### src/rtl/pn_pkg.sv
package pn_pkg;
  localparam int IDX_W = 5;

  typedef struct packed {
    logic             fire;
    logic [IDX_W-1:0] idx;
    logic             illegal;
  } fireCmd_t;
endpackage

### src/rtl/pn_eval.sv
module pn_eval import pn_pkg::*; #(
  parameter int NP = 8,
  parameter int NT = 8,
  parameter int NUM_PRIO = 1,
  parameter logic [NT-1:0][NP-1:0] PRE_MASK = '0,
  parameter logic [NT-1:0][NP-1:0] READ_MASK = '0,
  parameter logic [NT-1:0][7:0] LABEL = '0,
  parameter logic [NT-1:0] LOCAL_MASK = '0,
  parameter logic [NUM_PRIO-1:0][IDX_W-1:0] PRIO_HI = '0,
  parameter logic [NUM_PRIO-1:0][IDX_W-1:0] PRIO_LO = '0
) (
  input  logic          clk,
  input  logic          rst,
  input  logic [NP-1:0] marking,
  output logic [NT-1:0] enabled,
  output logic [NT-1:0] fireable,
  output logic          conflict,
  output logic          deadlock
);
  localparam int TW = (NT > 1) ? $clog2(NT) : 1;

  logic [NT-1:0] suppressed;

  function automatic logic pairEligible(input int i, input int j);
    logic [NP-1:0] hardShare;
    hardShare = (PRE_MASK[i] | READ_MASK[i]) & (PRE_MASK[j] | READ_MASK[j])
              & (PRE_MASK[i] | PRE_MASK[j]);
    return (|hardShare) && (LABEL[i] != LABEL[j]) && (LOCAL_MASK[i] | LOCAL_MASK[j]);
  endfunction

  always_comb begin
    for (int t = 0; t < NT; t++) begin
      enabled[t] = ((PRE_MASK[t] | READ_MASK[t]) & ~marking) == '0;
    end
  end

  always_comb begin
    suppressed = '0;
    for (int k = 0; k < NUM_PRIO; k++) begin
      if (enabled[PRIO_HI[k][TW-1:0]]) suppressed[PRIO_LO[k][TW-1:0]] = 1'b1;
    end
  end

  assign fireable = enabled & ~suppressed;
  assign deadlock = ~|enabled;

  always_comb begin
    conflict = 1'b0;
    for (int i = 0; i < NT; i++) begin
      for (int j = i + 1; j < NT; j++) begin
        if (enabled[i] && enabled[j] && pairEligible(i, j)) conflict = 1'b1;
      end
    end
  end

  for (genvar k = 0; k < NUM_PRIO; k++) begin : gPrioChk
    AST_PRIO_SUPPRESS: assert property (@(posedge clk) disable iff (rst)
      fireable[PRIO_HI[k][TW-1:0]] |-> !fireable[PRIO_LO[k][TW-1:0]]);
  end
endmodule

### src/rtl/pn_ctrl.sv
module pn_ctrl import pn_pkg::*; #(
  parameter int NT = 8,
  parameter logic [15:0] LFSR_SEED = 16'hACE1
) (
  input  logic             clk,
  input  logic             rst,
  input  logic             fireReq,
  input  logic             useRandom,
  input  logic [IDX_W-1:0] selIdx,
  input  logic [NT-1:0]    fireable,
  output fireCmd_t         cmd
);
  localparam int TW = (NT > 1) ? $clog2(NT) : 1;

  logic [15:0]   lfsr;
  logic [TW-1:0] startIdx;
  logic [TW-1:0] cand;
  logic [TW-1:0] rndIdx;
  logic          rndHit;
  logic          selOk;

  always_ff @(posedge clk) begin
    if (rst) lfsr <= LFSR_SEED;
    else     lfsr <= {1'b0, lfsr[15:1]} ^ (lfsr[0] ? 16'hB400 : 16'h0000);
  end

  assign startIdx = TW'(lfsr % 16'(NT));

  always_comb begin
    rndHit = 1'b0;
    rndIdx = '0;
    cand   = '0;
    for (int k = 0; k < NT; k++) begin
      cand = TW'((int'(startIdx) + k) % NT);
      if (!rndHit && fireable[cand]) begin
        rndHit = 1'b1;
        rndIdx = cand;
      end
    end
  end

  assign selOk = (int'(selIdx) < NT) && fireable[selIdx[TW-1:0]];

  always_comb begin
    cmd.fire    = fireReq && (useRandom ? rndHit : selOk);
    cmd.idx     = useRandom ? IDX_W'(rndIdx) : selIdx;
    cmd.illegal = fireReq && !useRandom && !selOk;
  end

  AST_RANDOM_PICKS: assert property (@(posedge clk) disable iff (rst)
    (fireReq && useRandom && (|fireable)) |-> cmd.fire);
  AST_ILLEGAL_EXTERNAL_ONLY: assert property (@(posedge clk) disable iff (rst)
    cmd.illegal |-> (!useRandom && !cmd.fire));
endmodule

### src/rtl/pn_datapath.sv
module pn_datapath import pn_pkg::*; #(
  parameter int NP = 8,
  parameter int NT = 8,
  parameter logic [NT-1:0][NP-1:0] PRE_MASK = '0,
  parameter logic [NT-1:0][NP-1:0] READ_MASK = '0,
  parameter logic [NT-1:0][NP-1:0] POST_MASK = '0,
  parameter logic [NP-1:0] INIT_MARK = '0
) (
  input  logic             clk,
  input  logic             rst,
  input  fireCmd_t         cmd,
  output logic [NP-1:0]    marking,
  output logic             firedValid,
  output logic [IDX_W-1:0] firedIdx,
  output logic             illegalReq,
  output logic             safetyErr
);
  localparam int TW = (NT > 1) ? $clog2(NT) : 1;

  logic [NP-1:0] afterTake;
  logic [NP-1:0] deposit;
  logic          overflow;

  assign afterTake = marking & ~PRE_MASK[cmd.idx[TW-1:0]];
  assign deposit   = POST_MASK[cmd.idx[TW-1:0]];
  assign overflow  = |(afterTake & deposit);

  always_ff @(posedge clk) begin
    if (rst) begin
      marking    <= INIT_MARK;
      firedValid <= 1'b0;
      firedIdx   <= '0;
      illegalReq <= 1'b0;
      safetyErr  <= 1'b0;
    end else begin
      firedValid <= cmd.fire;
      illegalReq <= cmd.illegal;
      if (cmd.fire) begin
        marking  <= afterTake | deposit;
        firedIdx <= cmd.idx;
        if (overflow) safetyErr <= 1'b1;
      end
    end
  end

  AST_FIRED_WAS_ENABLED: assert property (@(posedge clk) disable iff (rst)
    firedValid |-> (($past(marking) & (PRE_MASK[firedIdx[TW-1:0]] | READ_MASK[firedIdx[TW-1:0]]))
                    == (PRE_MASK[firedIdx[TW-1:0]] | READ_MASK[firedIdx[TW-1:0]])));
  AST_TEST_PLACES_KEPT: assert property (@(posedge clk) disable iff (rst)
    firedValid |-> ((marking & READ_MASK[firedIdx[TW-1:0]]) == READ_MASK[firedIdx[TW-1:0]]));
  AST_HOLD_WITHOUT_FIRE: assert property (@(posedge clk) disable iff (rst)
    !firedValid |-> (marking == $past(marking)));
  AST_FIRE_ILLEGAL_EXCL: assert property (@(posedge clk) disable iff (rst)
    !(firedValid && illegalReq));
  AST_SAFETY_STICKY: assert property (@(posedge clk) disable iff (rst)
    safetyErr |=> safetyErr);
endmodule

### src/rtl/petri_engine.sv
module petri_engine import pn_pkg::*; #(
  parameter int NP = 8,
  parameter int NT = 8,
  parameter int NUM_PRIO = 1,
  parameter logic [NT-1:0][NP-1:0] PRE_MASK =
    {8'h80, 8'h40, 8'h30, 8'h10, 8'h08, 8'h02, 8'h01, 8'h01},
  parameter logic [NT-1:0][NP-1:0] READ_MASK =
    {8'h00, 8'h00, 8'h00, 8'h00, 8'h00, 8'h04, 8'h00, 8'h00},
  parameter logic [NT-1:0][NP-1:0] POST_MASK =
    {8'h01, 8'h04, 8'h80, 8'h80, 8'h40, 8'h10, 8'h08, 8'h02},
  parameter logic [NT-1:0][7:0] LABEL =
    {8'h17, 8'h16, 8'h15, 8'h14, 8'h13, 8'h12, 8'h11, 8'h10},
  parameter logic [NT-1:0] LOCAL_MASK = 8'hFD,
  parameter logic [NP-1:0] INIT_MARK = 8'h25,
  parameter logic [NUM_PRIO-1:0][IDX_W-1:0] PRIO_HI = 5'd5,
  parameter logic [NUM_PRIO-1:0][IDX_W-1:0] PRIO_LO = 5'd4,
  parameter logic [15:0] LFSR_SEED = 16'hACE1
) (
  input  logic             clk,
  input  logic             rst,
  input  logic             fireReq,
  input  logic             useRandom,
  input  logic [IDX_W-1:0] selIdx,
  output logic [NT-1:0]    enabledSet,
  output logic             conflict,
  output logic             deadlock,
  output logic [NP-1:0]    marking,
  output logic             firedValid,
  output logic [IDX_W-1:0] firedIdx,
  output logic             illegalReq,
  output logic             safetyErr
);
  logic [NT-1:0] fireable;
  fireCmd_t      cmd;

  pn_eval #(
    .NP(NP), .NT(NT), .NUM_PRIO(NUM_PRIO), .PRE_MASK(PRE_MASK), .READ_MASK(READ_MASK),
    .LABEL(LABEL), .LOCAL_MASK(LOCAL_MASK), .PRIO_HI(PRIO_HI), .PRIO_LO(PRIO_LO)
  ) uEval (
    .clk(clk), .rst(rst), .marking(marking), .enabled(enabledSet),
    .fireable(fireable), .conflict(conflict), .deadlock(deadlock)
  );

  pn_ctrl #(.NT(NT), .LFSR_SEED(LFSR_SEED)) uCtrl (
    .clk(clk), .rst(rst), .fireReq(fireReq), .useRandom(useRandom),
    .selIdx(selIdx), .fireable(fireable), .cmd(cmd)
  );

  pn_datapath #(
    .NP(NP), .NT(NT), .PRE_MASK(PRE_MASK), .READ_MASK(READ_MASK),
    .POST_MASK(POST_MASK), .INIT_MARK(INIT_MARK)
  ) uData (
    .clk(clk), .rst(rst), .cmd(cmd), .marking(marking), .firedValid(firedValid),
    .firedIdx(firedIdx), .illegalReq(illegalReq), .safetyErr(safetyErr)
  );
endmodule

### config.mk
export PLATFORM = sky130hd
export DESIGN_NAME = petri_engine
export DESIGN_NICKNAME = d
export VERILOG_FILES = /design/src/rtl/pn_pkg.sv /design/src/rtl/pn_eval.sv /design/src/rtl/pn_ctrl.sv /design/src/rtl/pn_datapath.sv /design/src/rtl/petri_engine.sv
export SDC_FILE = /design/constraint.sdc
export NUM_CORES = 1
export LEC_CHECK = 0
export CORE_AREA = 8 8 84 78
export CTS_CLUSTER_SIZE = 30
export DETAILED_ROUTE_END_ITERATION = 6
export DIE_AREA = 0 0 92 86
export DONT_BUFFER_PORTS = 1
export PLACE_DENSITY_LB_ADDON = 0.25
export RECOVER_POWER = 50
export SLEW_MARGIN = 5
export SYNTH_ARGS = -nofsm -noshare
export SYNTH_HDL_FRONTEND = slang
export SYNTH_SLANG_ARGS = --single-unit
### constraint.sdc
create_clock -name clk -period 5.15 [get_ports clk]
set_input_delay 0.7725 -clock clk [delete_from_list [all_inputs] [get_ports clk]]
set_output_delay 0.7725 -clock clk [all_outputs]
set_load 0.01 [all_outputs]
Yosys cells after proc, flatten, opt, wreduce, memory -nomap -nowiden
Memories as Yosys holds them, arrays and structs flattened.
Index checks and enable logic that the tools add are counted.
{"block": "classes", "add_sub_neg": 7, "n_lt_le_gt_ge": 11, "mux": 42, "bitwise": 8, "reduce_logical": 32}
{"operator": "8-bit zero test", "count": 7}
{"operator": "3-bit by 4-bit < comparator with 1-bit output, second input constant", "count": 10}
{"operator": "1-bit binary-select mux with 3-bit select", "count": 9}
{"operator": "8-bit bitwise AND", "count": 3}
{"operator": "3-bit 2-to-1 mux", "count": 8}
{"operator": "1-bit 2-to-1 mux", "count": 21}
{"operator": "16-bit 2-to-1 mux", "count": 1}
{"operator": "8-bit 2-to-1 mux", "count": 2}
{"operator": "8-bit inverter", "count": 2}
{"operator": "15-bit by 16-bit XOR with 16-bit output", "count": 1}
{"operator": "3-bit adder, second input constant", "count": 4}
{"operator": "1-bit logical AND", "count": 12}
{"operator": "1-bit zero test", "count": 10}
{"operator": "5-bit inverter with 8-bit output", "count": 1}
{"operator": "8-bit bitwise OR", "count": 1}
{"operator": "8-bit OR reduction", "count": 1}
{"operator": "7-bit OR reduction", "count": 1}
{"operator": "3-bit by 2-bit adder with 3-bit output, second input constant", "count": 2}
{"operator": "5-bit by 4-bit < comparator with 1-bit output, second input constant", "count": 1}
{"operator": "5-bit 2-to-1 mux", "count": 1}
{"operator": "3-bit by 1-bit adder with 3-bit output, second input constant", "count": 1}
{"operator": "2-bit AND reduction", "count": 1}
{"block": "word_totals", "regBits": 32, "rom_bits": 128, "output_inout_bits": 26, "word_cells": 108, "memories": 2}
{"memory": "(no name shown)", "words": 8, "width": 8, "rd": 1, "rd_clocked_by_memory_dff": 0, "wr": 0, "line": "pn_datapath.sv:24", "source": "assign afterTake = marking & ~PRE_MASK[cmd.idx[TW-1:0]];"}
{"memory": "(no name shown)", "words": 8, "width": 8, "rd": 1, "rd_clocked_by_memory_dff": 0, "wr": 0, "line": "pn_datapath.sv:25", "source": "assign deposit = POST_MASK[cmd.idx[TW-1:0]];"}

Logic depth before layout (Yosys ltp)
Gate-level depths: netlist of run 1.
{"block": "depth", "ltp_word": 37, "mapped_depth": 15}

By module
From an unflattened synthesis of run 1, not the netlist that was laid out.
{"block": "unflattened", "hier_cells": 236, "area_unflattened_um2": 2290.9}
{"mod": "pn_ctrl", "n_inst": 1, "cells_per_inst": 146, "area_per_inst_um2": 1445.1}
{"mod": "pn_datapath", "n_inst": 1, "cells_per_inst": 71, "area_per_inst_um2": 701.9}
{"mod": "pn_eval", "n_inst": 1, "cells_per_inst": 19, "area_per_inst_um2": 143.9}

Worst setup path before layout of run 1
Ideal clock, no wire load.
{"block": "synth_path", "kind": "register -> register", "from": "register uCtrl.lfsr[1]", "to": "register uData.safetyErr", "t_arrival_ns": 3.621, "required_ns": 5.033, "setup_slack_ns": 1.412, "stages_incl_launch_ff": 14, "synth_period_minus_slack_ns": 3.738, "cell_sequence": "dfxtp_1 > clkinv_1 > ha_1 > clkbuf_1 > nand2b_1 > o22ai_1 > or4_4 > or4b_1 > buf_2 > o2111a_1 > a311o_1 > buf_6 > a221o_1 > a32o_1"}
{"block": "synth_between", "elab_chain_len": 32, "word_cells_on_any_way": 65}
{"item": "start, declared", "line": "pn_ctrl.sv:15", "source": "logic [15:0] lfsr;"}
{"item": "start signal, assigned", "line": "pn_ctrl.sv:24", "source": "else lfsr <= {1'b0, lfsr[15:1]} ^ (lfsr[0] ? 16'hB400 : 16'h0000);"}
{"item": "branches (longest 31 deep; another with 3-bit by 1-bit adder with 3-bit output)"}
{"item": "2-bit AND reduction (no source line) *"}
{"item": "end signal, assigned", "line": "pn_datapath.sv:34", "source": "safetyErr <= 1'b0;"}
{"item": "end signal, assigned", "line": "pn_datapath.sv:41", "source": "if (overflow) safetyErr <= 1'b1;"}
{"item": "end, declared", "line": "pn_datapath.sv:16", "source": "output logic safetyErr"}
Mark *: on every way between the ends. The select of a mux whose other input is x is not followed.
A chain may end at the register's enable or synchronous reset.

Worst setup path after layout of run 1
Same ends and word-level chain as after synthesis.

==> summary.md, run 1 <==
| Metric | Value |
|---|---|
| Overflow after GRT | 0 |
| Net Switching | 239 uW |
| CTS H-tree depth | 2 |
| GRT Overall Usage | 0.179 |
| Max_cap viols | 0 |
| Layout area overhead | 3.06% |
| Most used flip-flop cell after synthesis | dfxtp_1 |
| Post-CTS Resized | 0 |
| Crit Path Max Fanout | 17 |
| GP Congestion | 0.956 |
| Synthesized netlist cell count | 293 |
| Fin crit period | 4.65 ns |
| Reg clk slew, reported paths | 0.06 ns |
| CTS tree | built |
| Num CTS Buffers | 5 |
| Setup TNS | 0 ns |
| Crit path cell chain | clkinv_1 > ha_1 > inv_1 > a2bb2oi_1 > o221ai_1 > or4b_1 > o2111a_1 > a311o_1 > a221o_1 > a32o_1 |
| Final-report max-slew violation count | 0 |
| Mean number of vias per cell | 6.74 |
| Detailed Routing Iterations Pass 1 | 6 |
| Post-synth top cells | dfxtp_1 (32), nand2_1 (24), o21ai_0 (20), nor2_1 (18), a21oi_1 (15) |
| Syn_nets | 304 |
| Core Region | 5130 sq um |
| CTS Hold Bufs | 0 |
| Status | finished clean |
| Max Freq | 215 MHz |
| # diodes | 0 |
| Clock share of power | 0.323 |
| Worst skew pair latency | 0.29 ns |
| Routed len/inst | 20.3 um |
| Peak VDD IR | 193 uV |
| Vias in the first global route | 2,149 |
| Yosys top cell area share | 0.270 |
| Die Area | 7910 sq um |
| Die span in x | 92 um |
| # DRC | 0 |
| Period utilisation layout | 0.904 |
| First-pass GRT wire length | 11.4 mm |
| Clock Skews | 0.00447 ns |
| Boundary Pins | 35 |
| Fraction of layout cells with a size suffix above 1 | 0.111 |
| Final hold vios | 0 |
| Worst Hold Class | register to register |
| Cell with the most instances after synthesis | dfxtp_1 |
| Post-synth EDFFs | 0 |
| PwrDens | 295 nW/um^2 |
| Comb power frac | 0.276 |
| Setup Buffers After CTS | 0 |
| FFs w/ async S/R, synth | 0 |
| Crit Path Category | register to register |
| Final WL | 7.04 mm |
| Worst setup SP type | register |
| Remaining antenna violation count | 0 |
| Actual slew at the worst max-slew pin | 1.06 ns |
| Int Power | 483 uW |
| RSZ-0062 raised after global routing | no |
| Pin count of the biggest net entering global routing | 28 |
| Netlist cell types | 75 |
| Number of buffers added on ports | 0 |
| DR vias | 2,333 |
| CP required | 5.32 ns |
| Cell area after synthesis | 2370 sq um |
| Final net count | 289 |
| Dpl hpwl | 5.10 mm |
| CTS max path bufs | 2 |
| Sequential Power Share | 0.401 |
| CTS sink count | 32 |
| Worst EP arrival | 4.82 ns |
| Antenna violations before repair | 0 |
| Cell area after placement | 2350 sq um |
| Sw Ratio | 0.331 |
| Flops & latches, synth | 32 |
| Top post-synthesis cells by area | dfxtp_1 (27%), o21ai_0 (4.2%), nand2_1 (3.8%), a21oi_1 (3.2%), nor2_1 (2.8%) |
| Crit end category | register |
| Synth Warn # | 0 |
| Fillcell total | 499 |
| Final setup violation count | 0 |
| Fin area | 2450 sq um |
| Site row count | 25 |
| Post-synth top area cell | dfxtp_1 |
| Avg Synthesized Cell Area | 8.10 sq um |
| Initial core utilization | 0.463 |
| CP max stage delay | 0.72 ns |
| DR iter-0 viols | 374 |
| Seq/Total Area, Yosys | 0.270 |
| Clk root buf | clkbuf_8 |
| Slew HR | 0.293 |
| Worst-path cell with the longest stage delay | or4b_1 |
| Static leakage | 0.000860 uW |
| DIE HEIGHT | 86 um |
[kinds of logic (layout without fill, tap and decap cells)]
logic type,Yosys count,after routing,synth area share
buf+inv,35,21,0.0722
compound gates,107,107,0.342
flops,32,32,0.270
mux,11,11,0.0538
simple gates,97,97,0.216
fa+ha+maj,2,2,0.0105
xor+xnor,9,9,0.0364
[critical path, delay by kind of cell, from the launching register on]
family                     cells  cell delay (ns)
and+or+nand+nor                1             0.72
buffers and inverters          2             0.58
adders and majority gates      1             0.68
DFF                            1             0.62
AOI/OAI and AO/OA              6             1.93
[state kept, by name (all words and copies together) (netlist names)]
register and count:
uData.safetyErr 1, uCtrl.lfsr 16, uData.illegalReq 1, uData.marking 8, uData.firedValid 1, uData.firedIdx 5
[layer usage]
layer  vias up  wire, um  GRT usage
li1       1085         -          -
met1      1100      3140      0.239
met2       131      3030      0.258
met3        17       732     0.0654
met4         0       138     0.0599
met5         -         0          0
[final cells by class]
class | count | area (sq um) | share of cell area
Timing Repair Buffer | 3 | 15.0 | 0.00614
Inverter | 10 | 37.5 | 0.0153
Multi-Input combinational cell | 226 | 1560 | 0.638
Clock inverter | 2 | 35.0 | 0.0143
Clock buffer | 6 | 72.6 | 0.0297
Sequential cell | 32 | 641 | 0.262
Tap cell | 67 | 83.8 | 0.0343
[per-stage QoR]
stage / util / cells / power, uW / setup WS (ns) / hold slack [ns]
floorplan: - / 293 / 451 / 1.41 / 0.389
global placement: 0.457 / 338 / 491 / 0.774 / 0.391
detailed placement: 0.457 / 338 / 486 / 0.635 / 0.394
CTS: 0.478 / 346 / 723 / 0.589 / 0.413
global route: 0.477 / 346 / 757 / 0.0977 / 0.429
finish: 0.477 / 346 / 722 / 0.497 / 0.413
[path summary, 6_finish.rpt]
check                                  from                      endpoint  slack, ns  cells past startpoint
hold / removal    uCtrl.lfsr[12]$_SDFF_PP0_     uCtrl.lfsr[11]$_SDFF_PP1_       0.41                      1
setup / recovery   uCtrl.lfsr[1]$_SDFF_PP0_  uData.safetyErr$_SDFFE_PP0P_       0.50                     10
hold reg to reg   uCtrl.lfsr[12]$_SDFF_PP0_     uCtrl.lfsr[11]$_SDFF_PP1_       0.41                      1
setup reg to reg   uCtrl.lfsr[1]$_SDFF_PP0_  uData.safetyErr$_SDFFE_PP0P_       0.50                     10
[placed cells by master, fill, tap and decap left out, types with 3 or more instances in the layout]
master,count
a211o_1,3
clkbuf_8,5
o221ai_1,5
nor3_1,5
a21oi_1,15
inv_1,8
a211oi_1,3
clkbuf_1,3
and3_1,5
nand2b_1,5
o21a_1,3
a2bb2oi_1,3
nor3b_1,3
xnor2_1,6
nand3_1,6
a31oi_1,3
mux2_2,4
and2_1,3
nand2_1,24
o211ai_1,4
nor2b_1,9
mux2i_1,6
dfxtp_1,32
or2_2,5
o31ai_1,7
o22ai_1,3
nor2_1,18
o21ai_0,20
[power by group through the flow]
stage	clock network (uW)	logic, uW	registers, uW
3_5_place_dp	0	192	295
5_1_grt	247	217	292
6_report	234	199	290
3_3_place_gp	0	197	295
2_1_floorplan	0	169	282
4_1_cts	240	194	289
Note: power is estimated with default switching activity, not from simulation.
==> run 2: changes to the inputs <==
- CELL_PAD_IN_SITES_DETAIL_PLACEMENT: default -> 1
- CELL_PAD_IN_SITES_GLOBAL_PLACEMENT: default -> 2
- CORE_AREA: 8 8 84 78 -> 8 8 94 87
- DIE_AREA: 0 0 92 86 -> 0 0 102 95
==> summary.md, run 2 (synthesized netlist as in run 1, its figures left out) <==
| Metric | Value |
|---|---|
| Clock share of power | 0.324 |
| Initial core utilization | 0.364 |
| Max_cap viols | 0 |
| Setup Buffers After CTS | 0 |
| Worst setup SP type | register |
| Num CTS Buffers | 5 |
| Dpl hpwl | 6.25 mm |
| Layout area overhead | 4.27% |
| PwrDens | 297 nW/um^2 |
| CP delay by family, top | compound AO/OA/AOI/OAI gates |
| Die Area | 9690 sq um |
| RSZ-0062 raised after global routing | no |
| Setup TNS | 0 ns |
| Remaining antenna violation count | 0 |
| Period utilisation layout | 0.908 |
| Largest register FFs | 16 |
| CTS tree | built |
| Comb power frac | 0.275 |
| Crit Path Category | register to register |
| CTS sink count | 32 |
| Worst-path cell with the longest stage delay | or4b_1 |
| Worst skew pair latency | 0.28 ns |
| Most common cell after layout, fill and taps aside | dfxtp_1 |
| Power, Total | 736 uW |
| Net Switching | 253 uW |
| GP Congestion | 0.938 |
| # DRC | 0 |
| Fin area | 2470 sq um |
| Overflow after GRT | 0 |
| Largest registers | uCtrl.lfsr (16), uData.marking (8), uData.firedIdx (5) |
| Actual slew at the worst max-slew pin | 1.20 ns |
| CP max stage delay | 0.73 ns |
| Routed len/inst | 22.6 um |
| Cell area after placement | 2370 sq um |
| Crit path cell chain | clkinv_1 > ha_1 > inv_1 > a2bb2oi_1 > o221ai_1 > or4b_1 > o2111a_1 > a311o_1 > a221o_1 > a32o_1 |
| CP bufs+invs | 2 |
| Final setup violation count | 0 |
| Clk root buf | clkbuf_8 |
| Largest register by flop count | uCtrl.lfsr |
| Die span in x | 102 um |
| First-pass GRT wire length | 13.1 mm |
| Status | finished clean |
| Detailed Routing Iterations Pass 1 | 4 |
| Vias in the first global route | 2,262 |
| Final Non-Filler Cells | 368 |
| Number of buffers added on ports | 0 |
| Post-CTS Resized | 0 |
| Sequential Power Share | 0.401 |
| Post-Place Cells | 360 |
| Worst Hold Class | register to register |
| Core Region | 6520 sq um |
| DIE HEIGHT | 95 um |
| CTS max path bufs | 2 |
| Final hold vios | 0 |
| Peak VDD IR | 173 uV |
| Crit end category | register |
| Fraction of layout cells with a size suffix above 1 | 0.115 |
| Most frequent cells in the layout | dfxtp_1 (32), nand2_1 (24), o21ai_0 (20), nor2_1 (18), a21oi_1 (15) |
| Pin count of the biggest net entering global routing | 28 |
| Worst EP arrival | 4.85 ns |
| Boundary Pins | 35 |
| Fin crit period | 4.68 ns |
| CTS H-tree depth | 2 |
| Sw Ratio | 0.344 |
| Antenna violations before repair | 0 |
| Mean number of vias per cell | 6.28 |
| DR iter-0 viols | 176 |
| CTS Hold Bufs | 0 |
| CP required | 5.33 ns |
| Static leakage | 0.000858 uW |
| Slew HR | 0.203 |
| Final WL | 8.32 mm |
| Max Freq | 214 MHz |
| GRT Overall Usage | 0.175 |
| # diodes | 0 |
| Clock Skews | 0.00268 ns |
| Reg clk slew, reported paths | 0.07 ns |
| Crit Path Max Fanout | 17 |
| Final net count | 288 |
| DR vias | 2,312 |
| Site row count | 28 |
| Int Power | 482 uW |
| Final-report max-slew violation count | 0 |
-- run 2: changes by cell type in the layout (fill, tap and decap cells not counted), sizes merged --
cell	before	now
clkinvlp	0	1
clkbuf	8	6
-- run 2: final cells by class --
type                    instances  area [sq um]
clock buffers                   5          68.8
multi-input cells             226          1560
repair buffers                  2          11.3
well taps                      90           113
inverters                      10          37.5
flip-flops and latches         32           641
clock inverters                 3          42.5
fillers                       814          4040
-- run 2: power by group through the flow --
stage	Clock [uW]	Sequential, uW	Combinational (uW)
final	238	295	203
after global routing	256	298	220
after CTS	246	295	199
after detailed placement	0	301	198
after global placement	0	301	200
after floorplan	0	282	169
-- run 2: metrics by stage --
stage | hold WS (ns) | worst slack, ns | util
detailed placement | 0.401 | 0.584 | 0.363
global route | 0.435 | 0.196 | 0.380
floorplan | 0.389 | 1.41 | -
finish | 0.415 | 0.475 | 0.380
CTS | 0.421 | 0.554 | 0.380
global placement | 0.391 | 0.705 | 0.363
-- run 2: layer usage --
layer,GRT usage,share of wire
met1,0.248,0.47
met2,0.254,0.44
met3,0.0471,0.085
met4,0.0427,0.0099
met5,0,0
-- run 2: final timing paths --
check,from,to,slack [ns],cells past startpoint
hold reg to reg,uCtrl.lfsr[7]$_SDFF_PP1_,uCtrl.lfsr[6]$_SDFF_PP1_,0.42,1
setup reg to reg,uCtrl.lfsr[1]$_SDFF_PP0_,uData.safetyErr$_SDFFE_PP0P_,0.47,10
hold / removal,uCtrl.lfsr[7]$_SDFF_PP1_,uCtrl.lfsr[6]$_SDFF_PP1_,0.42,1
setup / recovery,uCtrl.lfsr[1]$_SDFF_PP0_,uData.safetyErr$_SDFFE_PP0P_,0.47,10
==> run 3: changes to the inputs <==
- CORE_AREA: 8 8 94 87 -> 8 8 92 86
- CTS_BUF_LIST: default -> sky130_fd_sc_hd__clkbuf_4
- DIE_AREA: 0 0 102 95 -> 0 0 100 94
- PLACE_DENSITY: default -> 0.82
- PLACE_DENSITY_LB_ADDON: 0.25 -> default
==> summary.md, run 3 (synthesized netlist as in run 1, its figures left out) <==
| Metric | Value |
|---|---|
| Worst setup margin | 0.486 ns |
| Clock Skews | 0.00820 ns |
| CP bufs+invs | 2 |
| GRT Overall Usage | 0.172 |
| Peak VDD IR | 187 uV |
| Num CTS Buffers | 5 |
| CTS Hold Bufs | 0 |
| Worst setup SP type | register |
| Routed len/inst | 22.1 um |
| Clk root buf | clkbuf_4 |
| Largest registers | uCtrl.lfsr (16), uData.marking (8), uData.firedIdx (5) |
| Static leakage | 0.000845 uW |
| First-pass GRT wire length | 12.6 mm |
| Final setup violation count | 0 |
| Crit Reg-Reg Startpoint | uCtrl.lfsr[1]$_SDFF_PP0_ |
| Setup Buffers After CTS | 0 |
| Boundary Pins | 35 |
| Actual slew at the worst max-slew pin | 1.16 ns |
| Worst path depth | 10 |
| # diodes | 0 |
| Worst-path cell with the longest stage delay | or4b_1 |
| Setup TNS | 0 ns |
| Final net count | 288 |
| Site row count | 28 |
| Die span in x | 100 um |
| Final WL | 8.12 mm |
| Layout area overhead | 2.95% |
| CTS H-tree depth | 2 |
| Die Area | 9400 sq um |
| Initial core utilization | 0.372 |
| R2R cell count | 10 |
| DR vias | 2,334 |
| R2R setup slack | 0.49 ns |
| Final Non-Filler Cells | 368 |
| Core Region | 6380 sq um |
| PwrDens | 281 nW/um^2 |
| Crit Path Category | register to register |
| CTS max path bufs | 2 |
| Detailed Routing Iterations Pass 1 | 4 |
| Final-report max-slew violation count | 0 |
| Status | finished clean |
| Largest register by flop count | uCtrl.lfsr |
| Remaining antenna violation count | 0 |
| Slew HR | 0.229 |
| Post-Place Setup Slack | 0.565 ns |
| Largest register FFs | 16 |
| CTS sink count | 32 |
| Overflow after GRT | 0 |
| Worst Setup EP | uData.safetyErr$_SDFFE_PP0P_ |
| Fin crit period | 4.66 ns |
| Most common cell after layout, fill and taps aside | dfxtp_1 |
| Worst Hold Class | register to register |
| Max_cap viols | 0 |
| CP required | 5.38 ns |
| Antenna violations before repair | 0 |
| Crit end category | register |
| Final hold vios | 0 |
| Pin count of the biggest net entering global routing | 28 |
| Period utilisation layout | 0.906 |
| Post-CTS Resized | 0 |
| # DRC | 0 |
| Critical R2R Capture | uData.safetyErr$_SDFFE_PP0P_ |
| Fraction of layout cells with a size suffix above 1 | 0.115 |
| RSZ-0062 raised after global routing | no |
| CP max stage delay | 0.72 ns |
| DR iter-0 viols | 174 |
| WHS | 0.420 ns |
| Worst skew pair latency | 0.33 ns |
| Number of buffers added on ports | 0 |
| CTS tree | built |
| Worst Setup SP | uCtrl.lfsr[1]$_SDFF_PP0_ |
| GP Congestion | 0.914 |
| Reg clk slew, reported paths | 0.11 ns |
| Crit Path Max Fanout | 17 |
| Max Freq | 214 MHz |
| Crit path cell chain | clkinv_1 > ha_1 > inv_1 > a2bb2oi_1 > o221ai_1 > or4b_1 > o2111a_1 > a311o_1 > a221o_1 > a32o_1 |
| Vias in the first global route | 2,236 |
| Worst EP arrival | 4.89 ns |
| CP delay by family, top | compound AO/OA/AOI/OAI gates |
| Most frequent cells in the layout | dfxtp_1 (32), nand2_1 (24), o21ai_0 (20), nor2_1 (18), a21oi_1 (15) |
| Mean number of vias per cell | 6.34 |
| Dpl hpwl | 5.97 mm |
| Post-Place Cells | 360 |
| DIE HEIGHT | 94 um |
## run 3: layout make-up
class,count,area (sq um)
sequential,32,641
inverter,10,37.5
clock inverter,3,42.5
fill,798,3930
tap,90,113
timing repair buffer,2,11.3
multi-input combinational,226,1560
clock buffer,5,37.5
## run 3: worst min-delay path by stage
stage                         startpoint                   endpoint  slack (ns)  cells after the start
6_report        uCtrl.lfsr[6]$_SDFF_PP1_   uCtrl.lfsr[5]$_SDFF_PP1_        0.42                      1
3_5_place_dp    uCtrl.lfsr[6]$_SDFF_PP1_   uCtrl.lfsr[5]$_SDFF_PP1_        0.40                      1
3_3_place_gp    uCtrl.lfsr[7]$_SDFF_PP1_   uCtrl.lfsr[6]$_SDFF_PP1_        0.40                      1
2_1_floorplan  uCtrl.lfsr[12]$_SDFF_PP0_  uCtrl.lfsr[11]$_SDFF_PP1_        0.39                      1
5_1_grt         uCtrl.lfsr[6]$_SDFF_PP1_   uCtrl.lfsr[5]$_SDFF_PP1_        0.44                      1
4_1_cts         uCtrl.lfsr[6]$_SDFF_PP1_   uCtrl.lfsr[5]$_SDFF_PP1_        0.43                      1
## run 3: layer usage
metal  share of wire  global-route usage  vias to the layer above
met1            0.47               0.239                     1140
met3           0.084              0.0496                       17
met2            0.42               0.250                       95
li1                -                   -                     1082
met4           0.022              0.0491                        0
met5               0                   0                        -
## run 3: where the power goes
part | internal, uW | switching, uW | leakage (uW) | total (uW)
registers | 263 | 32.8 | 0.000264 | 296
logic | 75.9 | 124 | 0.000540 | 200
clock network | 101 | 88.5 | 0.0000412 | 190
## run 3: through the flow
stage	util	power, uW	instance area [sq um]
after CTS	0.384	685	2450
final	0.383	686	2440
after global routing	0.383	720	2440
after detailed placement	0.371	495	2370
after global placement	0.371	495	2370
after floorplan	-	451	2370
## run 3: worst register-to-register path, cell delays in order, from the launching register on
cell and delay (ns):
dfxtp_1 0.66, clkinv_1 0.39, ha_1 0.69, inv_1 0.20, a2bb2oi_1 0.31, o221ai_1 0.30
or4b_1 0.72, o2111a_1 0.21, a311o_1 0.46, a221o_1 0.39, a32o_1 0.21
